[config.mk]
export PLATFORM = sky130hd
export DESIGN_NAME = cond_pass_eval
export DESIGN_NICKNAME = d
export VERILOG_FILES = /design/src/rtl/cpe_pkg.sv /design/src/rtl/cpe_flag_tap.sv /design/src/rtl/cpe_field_pick.sv /design/src/rtl/cpe_code_table.sv /design/src/rtl/cond_pass_eval.sv
export SDC_FILE = /design/constraint.sdc
export NUM_CORES = 1
export LEC_CHECK = 0
export BUFFER_PORTS_ARGS = -buffer_cell sky130_fd_sc_hd__buf_2
export CAP_MARGIN = 20
export CELL_PAD_IN_SITES_DETAIL_PLACEMENT = 0
export CELL_PAD_IN_SITES_GLOBAL_PLACEMENT = 1
export CORE_ASPECT_RATIO = 2
export CORE_MARGIN = 2
export CORE_UTILIZATION = 10
export DETAILED_ROUTE_END_ITERATION = 7
export GPL_TIMING_DRIVEN = 0
export HOLD_SLACK_MARGIN = 0.06
export PLACE_DENSITY = 0.76
export SKIP_LAST_GASP = 1
export SLEW_MARGIN = 0
export SYNTH_ARGS = -nofsm -noshare
export SYNTH_HDL_FRONTEND = slang
export SYNTH_SLANG_ARGS = --single-unit
[constraint.sdc]
create_clock -name clk -period 1.1 [get_ports clk]
set_clock_uncertainty 0.2 [all_clocks]
set_input_delay 0.055 -clock clk [delete_from_list [all_inputs] [get_ports clk]]
set_output_delay 0.055 -clock clk [all_outputs]
set_load 0.05 [all_outputs]
[src/rtl/cpe_pkg.sv]
package cpe_pkg;
  localparam int CODE_W = 4;
  localparam int NCODES = 1 << CODE_W;
  localparam int SHORT_W = 16;
  localparam logic [3:0] SHORT_BR_PAT = 4'hD;

  typedef struct packed {
    logic n;
    logic z;
    logic c;
    logic v;
  } flags_t;
endpackage

[src/rtl/cpe_flag_tap.sv]
module cpe_flag_tap
  import cpe_pkg::*;
#(
  parameter int STAT_W = 32,
  parameter int N_POS  = 31,
  parameter int Z_POS  = 30,
  parameter int C_POS  = 29,
  parameter int V_POS  = 28
) (
  input  logic [STAT_W-1:0] status,
  output flags_t            flags
);
  assign flags.n = status[N_POS];
  assign flags.z = status[Z_POS];
  assign flags.c = status[C_POS];
  assign flags.v = status[V_POS];
endmodule

[src/rtl/cpe_field_pick.sv]
module cpe_field_pick
  import cpe_pkg::*;
#(
  parameter int WORD_W = 32
) (
  input  logic              is_short,
  input  logic [WORD_W-1:0] word,
  output logic [CODE_W-1:0] code,
  output logic              gated,
  output logic              short_br
);
  localparam int LONG_HI = WORD_W - 1;
  logic br_match;

  assign br_match = (word[SHORT_W-1 -: 4] == SHORT_BR_PAT);

  always_comb begin
    if (is_short) begin
      code     = word[SHORT_W-5 -: CODE_W];
      gated    = br_match;
      short_br = br_match;
    end else begin
      code     = word[LONG_HI -: CODE_W];
      gated    = 1'b1;
      short_br = 1'b0;
    end
  end
endmodule

[src/rtl/cpe_code_table.sv]
module cpe_code_table
  import cpe_pkg::*;
(
  input  flags_t            flags,
  output logic [NCODES-1:0] table_o
);
  localparam int NPAIRS = NCODES / 2;
  logic [NPAIRS-1:0] base;
  logic n_eq_v;

  assign n_eq_v = (flags.n == flags.v);

  always_comb begin
    base[0] = flags.z;
    base[1] = flags.c;
    base[2] = flags.n;
    base[3] = flags.v;
    base[4] = flags.c & ~flags.z;
    base[5] = n_eq_v;
    base[6] = ~flags.z & n_eq_v;
    base[7] = 1'b1;
  end

  for (genvar p = 0; p < NPAIRS; p++) begin : g_pair
    assign table_o[2*p] = base[p];
    if (p == NPAIRS - 1) begin : g_always
      assign table_o[2*p+1] = 1'b1;
    end else begin : g_inverse
      assign table_o[2*p+1] = ~base[p];
    end
  end
endmodule

[src/rtl/cond_pass_eval.sv]
module cond_pass_eval
  import cpe_pkg::*;
#(
  parameter int WORD_W = 32,
  parameter int STAT_W = 32,
  parameter int N_POS  = 31,
  parameter int Z_POS  = 30,
  parameter int C_POS  = 29,
  parameter int V_POS  = 28
) (
  input  logic              clk,
  input  logic              rst,
  input  logic              fmt_short,
  input  logic [WORD_W-1:0] insn_word,
  input  logic [STAT_W-1:0] status_word,
  output logic              pass_o,
  output logic              cond_branch_o
);
  flags_t            flg;
  logic [CODE_W-1:0] code;
  logic              gated;
  logic              short_br;
  logic [NCODES-1:0] tbl;
  logic              pass_d;

  cpe_flag_tap #(
    .STAT_W(STAT_W), .N_POS(N_POS), .Z_POS(Z_POS), .C_POS(C_POS), .V_POS(V_POS)
  ) u_tap (
    .status(status_word),
    .flags (flg)
  );

  cpe_field_pick #(.WORD_W(WORD_W)) u_pick (
    .is_short(fmt_short),
    .word    (insn_word),
    .code    (code),
    .gated   (gated),
    .short_br(short_br)
  );

  cpe_code_table u_tbl (
    .flags  (flg),
    .table_o(tbl)
  );

  assign pass_d = gated ? tbl[code] : 1'b1;

  always_ff @(posedge clk) begin
    if (rst) begin
      pass_o        <= 1'b0;
      cond_branch_o <= 1'b0;
    end else begin
      pass_o        <= pass_d;
      cond_branch_o <= short_br;
    end
  end

  // plain short word always passes, never flagged
  a_r9_plain_short_passes: assert property (@(posedge clk) disable iff (rst)
    (!$past(rst) && $past(fmt_short) && ($past(insn_word[15:12]) != 4'hD))
      |-> (pass_o && !cond_branch_o));

  // branch flag only after short conditional-branch words
  a_r8_branch_flag_source: assert property (@(posedge clk) disable iff (rst)
    (!$past(rst) && cond_branch_o) |-> ($past(fmt_short) && ($past(insn_word[15:12]) == 4'hD)));

  // codes 14 and 15 in long format always pass
  a_r6_always_codes: assert property (@(posedge clk) disable iff (rst)
    (!$past(rst) && !$past(fmt_short) && ($past(insn_word[WORD_W-1 -: 3]) == 3'b111))
      |-> pass_o);

  // code 8 with C set and Z clear passes
  a_r3_carry_not_zero: assert property (@(posedge clk) disable iff (rst)
    (!$past(rst) && !$past(fmt_short) && ($past(insn_word[WORD_W-1 -: 4]) == 4'd8)
      && $past(status_word[C_POS]) && !$past(status_word[Z_POS]))
      |-> pass_o);
endmodule

Word level (Yosys, flattened, before mapping)
Index checks and enable logic that the tools add are counted.
{ "totals": {"regBits": 2, "inputBits": 67, "out_inout_bits": 2, "elab_cells": 21} }
{ "op_classes": {"order_cmp": 1, "n_eq_ne": 2, "muxes": 5, "n_bitwise": 10, "reduce_logical": 1} }
{ "op_table": {"columns": ["operator", "n"], "rows": [
  ["$not A1 Y1", 8],
  ["$lt A4 B5 Y1 const B", 1],
  ["$bmux W1 S4", 1],
  ["$eq A4 B4 Y1 const B", 1],
  ["$mux W4", 1],
  ["$mux W1", 3],
  ["$and A1 B1 Y1", 2],
  ["$reduce_or A2 Y1", 1],
  ["$eq A1 B1 Y1", 1]
]} }

Logic depth before layout (Yosys ltp)
Gate-level depths: netlist of the first run.
{ "depth": {"ltp_word": 6, "ltp_mapped": 6} }

Hierarchy
Synthesis of the first run repeated with hierarchy kept, for this count alone.
{ "unflattened": {"cells_unflattened": 54, "area_unflattened_um2": 420.4} }
{ "by_module_without_submodules": {"columns": ["module", "n_inst", "cells_each", "area_per_inst_um2", "seq_area_each_um2"], "rows": [
  ["cond_pass_eval", 1, 23, 212.7, 40.0],
  ["cpe_code_table", 1, 18, 108.9, 0.0],
  ["cpe_field_pick", 1, 9, 68.8, 0.0],
  ["cpe_flag_tap", 1, 4, 30.0, 0.0]
]} }

Worst setup path before layout of the first run
Ideal clock, no wire load.
{ "synth_path": {"kind": "in2reg", "startpoint": "input fmt_short", "endpoint": "register pass_o", "setup_time_ns": 0.074, "t_arrival_ns": 0.939, "t_required_ns": 0.826, "path_slack_ns": -0.113, "cell_stages": 5, "n_path_buf": 1, "path_cell_list": "buf_2 -> mux2i_2 -> xnor2_1 -> o221ai_1 -> a31oi_1"} }
{ "synth_via": {"elab_chain_cells": 4, "elab_cells_between_ends": 5} }
{ "synth_rtl": {"columns": ["item", "line", "rtl"], "rows": [
  ["start, declared", "cond_pass_eval.sv:13", "input logic fmt_short,"],
  ["$mux W4", "cpe_field_pick.sv:18", "if (is_short) begin"],
  ["$bmux W1 S4", "cond_pass_eval.sv:46", "assign pass_d = gated ? tbl[code] : 1'b1;"],
  ["$mux W1 (implied by the code)", "cond_pass_eval.sv:46", null],
  ["$mux W1 *", "cond_pass_eval.sv:46", null],
  ["end signal, assigned", "cond_pass_eval.sv:53", "pass_o <= pass_d;"],
  ["end, declared", "cond_pass_eval.sv:16", "output logic pass_o,"]
]} }
Every way passes the cells marked *; elsewhere a longest branch is shown, timed or not. The select of a mux whose other input is x is not followed.
A chain may end at the register's enable or synchronous reset.

Worst setup path in the final report of the first run
Ends and elaborated chain as after synthesis.

==> impl_metrics.tcl, run 1 <==
set metrics [dict create \
    synth_fp_nets 101 \
    power.leakage_nw 0.211 \
    n_antenna_cell 0 \
    rsz0062_at_grt "yes" \
    min_period_over_period_pct 110 \
    final_cell_mix "buf_2, nor2_1, nand2b_1, nor2b_1, clkbuf_8" \
    max_freq_mhz 825 \
    fin_ws_ns -0.112 \
    yosys_warnings 0 \
    wl_um 826 \
    route.met2.wl_um 350 \
    worstMarginPinSlew_ns 0.294 \
    synth-seq-area-share_pct 14.8 \
    critPathMaxStageDelay_ns 0.24 \
    portBuffers 20 \
    via_per_inst 3.90 \
    hold_viol_final 1 \
    core-area_um2 2570 \
    clock_sinks 2 \
    cts_setup_buffers 0 \
    io_pins 69 \
    clk_pin_slew_ns 0.03 \
    fill_cells 277 \
    path_max_fanout 3 \
    postRouteAntennaNets 0 \
    path_class "input pin to flop" \
    yosys_register_bits 2 \
    place_ws_ns -0.382 \
    postSynth.asyncResetShare_pct 0 \
    wl_met3_um 114 \
    min_period_ns 1.21 \
    layout_commonest_cell "buf_2" \
    drt-met1-wl_um 341 \
    grt.overflow.total 0 \
    status "finished, violations left" \
    vdd_ir_drop_max_mv 0.230 \
    hpwl_um 649 \
    synth_ff_type "dfxtp_1" \
    holdCritPathClass "input pin to flop" \
    row_count 26 \
    highest_layer "met4" \
    arrival_ns 1.10 \
    synth_edf_count 0 \
    worstPathCellList "buf_8 > mux2i_4 > or2_1 > a22oi_2 > mux2i_1 > a31oi_1" \
    htree_levels 1 \
    syn_inst 34 \
    setup_viol_count_final 1 \
    ys_types 23 \
    synth_top_cell_by_area "dfxtp_1" \
    clockBufferDepth 2 \
    drt_first_pass_iters 2 \
    netlist_top_cells_area "dfxtp_1, mux2i_1, nand2b_1, nor2b_1, xnor2_1" \
    grt_pass1_wl_um 1150 \
    die_height_um 77.5 \
    place_congestion 0.621 \
    cts_tree "done" \
    synth_top_area_share_pct 14.8 \
    power_density_nw_per_um2 1090 \
    grt_start_max_net_pins 11 \
    fin_nets 127 \
    dpl_cell_area_um2 420 \
    drcViolationCount 0 \
    dr_total_vias 335 \
    grt_usage_pct 5.18 \
    numCtsBuffers 3 \
    critPathRequiredTime_ns 0.98 \
    syn-cell-area_um2 270 \
    max_slew_margin_pct 80.4 \
    synth.avg_cell_area_um2 7.95 \
    die-area_um2 3160 \
    cp-start-kind "input pin" \
    hold_buffers 1 \
    grt_pass1_vias 304 \
    fp.dieW_um 40.8 \
    cap_violations 0 \
    drt-initial-drc-count 2 \
    critPathCaptureType "flop" \
    start_util_pct 10.5 \
    drv_slew 0 \
    slowest_stage "or2_1" \
    syn2layout_area_growth_pct 83.3 \
    fin_area_um2 495 \
    violations "negative hold slack, negative setup slack" \
    crit_family "multiplexers" \
    antenna_found_initial 0 \
    route.detailed.wl_per_inst_um 9.60 \
    worst-path-buf-inv 1 \
    worst_hold_slack_ns -0.0564 \
    clockRootBuffer "clkbuf_8" \
    drive_above_1_share_pct 48.3 \
]
-- cells in the mapped netlist (2+ instances only) --
cell      number
nor2_1         3
o21ai_0        2
mux2i_1        3
dfxtp_1        2
xnor2_1        2
nand2b_1       3
nor2b_1        3
-- cells by family after synthesis --
| group | share of synthesized area (%) |
|---|---|
| AO/OA/AOI/OAI | 24.1 |
| XOR/XNOR | 9.72 |
| buffers and inverters | 3.24 |
| flip-flops | 14.8 |
| multiplexers | 20.4 |
| AND/OR/NAND/NOR | 27.8 |
-- what timing repair did --
item	4_1_cts	5_1_grt
endpoints found under the setup margin	1	1
hold endpoints to repair	2	1
pin swaps	3	3
gates resized for setup	2	5
-- worst min-delay path: cells and delay by family --
| family | cells | cell delay (ns) |
|---|---|---|
| buf+inv | 1 | 0.09 |
| simple gates | 2 | 0.15 |
-- layer usage --
layer	global-route usage, %	vias up
met4	5.00	0
met1	6.85	137
met5	0	-
met2	6.67	22
met3	0.571	2
li1	-	174
-- layout make-up --
cell class                      count  area, µm²  share of cell area [%]
Multi-Input combinational cell     30        248                    50.0
Timing Repair Buffer               21        120                    24.2
Clock buffer                        3       41.3                    8.33
Sequential cell                     2       40.0                    8.08
Tap cell                           28       35.0                    7.07
Buffer                              1       7.51                    1.52
Inverter                            1       3.75                   0.758
-- stage by stage --
step	setup TNS, ns	hold WS [ns]	total power [W]	std cells	utilization [%]
floorplan	-0.0863	-0.0756	0.000177	34	-
global placement	-0.314	0.0325	0.000232	82	16.4
detailed placement	-0.382	0.0376	0.000235	82	16.4
CTS	-0.0958	-0.0542	0.000539	86	18.6
global route	-0.147	-0.0476	0.000562	86	19.3
finish	-0.112	-0.0564	0.000539	86	19.3
-- path summary, 6_finish.rpt --
kind | start | depth (start not counted) | slack, ns | endpoint
setup / recovery | fmt_short | 6 | -0.11 | pass_o
hold / removal | insn_word[15] | 3 | -0.06 | cond_branch_o
-- sequential cells by signal, summed over array words and instances, names as in the netlist --
register,count
cond_branch_o,1
pass_o,1
-- power breakdown --
part           internal, W  switching, W
clock             0.000231     0.0000587
sequential       0.0000774   0.000000816
combinational    0.0000876     0.0000827
total             0.000396      0.000142
(Power assumes the default switching activity.)
==> inputs of run 2 (changes only) <==
- GPL_TIMING_DRIVEN: 0 -> unset
- REMOVE_ABC_BUFFERS: unset -> 1
==> run 2 against run 1 <==
  * The run still ends with negative hold slack, negative setup slack left
  * First-iteration DRC count fell by 100%
  * Critical path depth unchanged
  * Global-route usage grew 0.26 points
  * Combinational power increased by 8%
  * Flip-flop and latch count stayed put
  * Sequential power about the same
  * Count of clock-buffer cells in the layout stayed put
  * Cell count is 4.7% higher
  * Critical endpoint unchanged
  * Largest cell class unchanged
  * Largest power group unchanged
  * Highest routed layer is now met3
==> impl_metrics.tcl, run 2 (synthesis results as in run 1) <==
set metrics [dict create \
    arrival_ns 1.09 \
    cap_violations 0 \
    max_freq_mhz 826 \
    critPathRequiredTime_ns 0.98 \
    fin_ws_ns -0.111 \
    max_slew_margin_pct 83.5 \
    hold_buffers 2 \
    die_height_um 77.5 \
    clock_sinks 2 \
    io_pins 69 \
    core-area_um2 2570 \
    n_antenna_cell 0 \
    grt.overflow.total 0 \
    grt_pass1_vias 369 \
    worst_hold_slack_ns -0.0420 \
    power.leakage_nw 0.230 \
    final_cell_mix "buf_2, buf_4" \
    hold_path_end "cond_branch_o" \
    cts_setup_buffers 0 \
    worstMarginPinSlew_ns 0.247 \
    path_class "input pin to flop" \
    reg_top3 "cond_branch_o (1), pass_o (1)" \
    clockBufferDepth 2 \
    setup_viol_count_final 1 \
    final_core_util_pct 20.6 \
    syn2layout_area_growth_pct 96.3 \
    via_per_inst 4.02 \
    route.detailed.wl_per_inst_um 10.4 \
    slowest_stage "or2_1" \
    die-area_um2 3160 \
    grt_start_max_net_pins 8 \
    cts_tree "done" \
    antenna_found_initial 0 \
    start_util_pct 10.5 \
    worstPathCellList "buf_2 > mux2i_4 > or2_1 > a22oi_2 > mux2i_1 > a31oi_1" \
    layout_commonest_cell "buf_2" \
    placed_cells 85 \
    hp-start "insn_word[13]" \
    min_period_over_period_pct 110 \
    portBuffers 20 \
    status "finished, violations left" \
    holdCritPathClass "input pin to flop" \
    cp-start-kind "input pin" \
    dpl_cell_area_um2 430 \
    grt_usage_pct 5.44 \
    wl_um 938 \
    dr_total_vias 362 \
    row_count 26 \
    drcViolationCount 0 \
    drv_slew 0 \
    drive_above_1_share_pct 53.2 \
    hold_depth 3 \
    crit_family "multiplexers" \
    fin_area_um2 531 \
    clockRootBuffer "clkbuf_8" \
    hpwl_um 724 \
    place_congestion 0.557 \
    place_ws_ns -0.342 \
    htree_levels 1 \
    grt_pass1_wl_um 1210 \
    final_cells 90 \
    clk_pin_slew_ns 0.03 \
    fp.dieW_um 40.8 \
    rsz0062_at_grt "yes" \
    drt-initial-drc-count 0 \
    numCtsBuffers 3 \
    worst-path-buf-inv 1 \
    power_density_nw_per_um2 1020 \
    critPathCaptureType "flop" \
    vdd_ir_drop_max_mv 0.275 \
    hold_viol_final 1 \
    violations "negative hold slack, negative setup slack" \
    fin_nets 131 \
    drt_first_pass_iters 1 \
    min_period_ns 1.21 \
    critPathMaxStageDelay_ns 0.23 \
    postRouteAntennaNets 0 \
    path_max_fanout 3 \
]
## run 2: changes by cell type in the layout (fill, tap and decap cells not counted), sizes merged
cell         change
dlygate4sd3      +1
buf              +3
## run 2: how the worst max path moves through the flow
stage,from,to,slack (ns),cells past startpoint
6_report,fmt_short,pass_o,-0.11,6
4_1_cts,fmt_short,pass_o,-0.07,6
5_1_grt,fmt_short,pass_o,-0.18,6
3_5_place_dp,fmt_short,pass_o,-0.34,6
2_1_floorplan,fmt_short,pass_o,-0.11,5
3_3_place_gp,fmt_short,pass_o,-0.29,6
## run 2: tightest hold or removal path: cells and delay by family
| kind | cells | cell delay (ns) |
|---|---|---|
| buffers and inverters | 1 | 0.07 |
| AND/OR/NAND/NOR | 2 | 0.18 |
## run 2: area by class of cell
class,count,area [µm²]
Fill cell,290,2040
Clock buffer,3,41.3
Multi-Input combinational cell,30,260
Inverter,1,3.75
Timing Repair Buffer,26,150
Tap cell,28,35.0
Sequential cell,2,40.0
## run 2: what timing repair did
item                                   CTS  global route
endpoints found under the hold margin    2             1
pin swaps                                4             0
gates resized for setup                  5             3
setup endpoints to repair                1             2
## run 2: power breakdown
part / switching, W / total [W] / leakage (nW) / internal [W]
Combinational: 0.0000888 / 0.000184 / 0.192 / 0.0000951
Sequential: 0.000000935 / 0.0000784 / 0.0165 / 0.0000774
Clock: 0.0000499 / 0.000281 / 0.0216 / 0.000231
## run 2: stage by stage
step           hold WS, ns  power, W  setup TNS (ns)
6_report           -0.0420  0.000543          -0.111
3_3_place_gp        0.0399  0.000234          -0.293
5_1_grt            -0.0311  0.000574          -0.181
4_1_cts            -0.0573  0.000547         -0.0706
2_1_floorplan      -0.0756  0.000166          -0.109
3_5_place_dp        0.0370  0.000237          -0.342
## run 2: per-layer routing
layer	up-vias	GRT usage [%]	wire [µm]
met5	-	0	0
met3	0	1.43	108
li1	183	-	-
met1	158	3.51	322
met4	0	3.00	0
met2	21	11.0	507
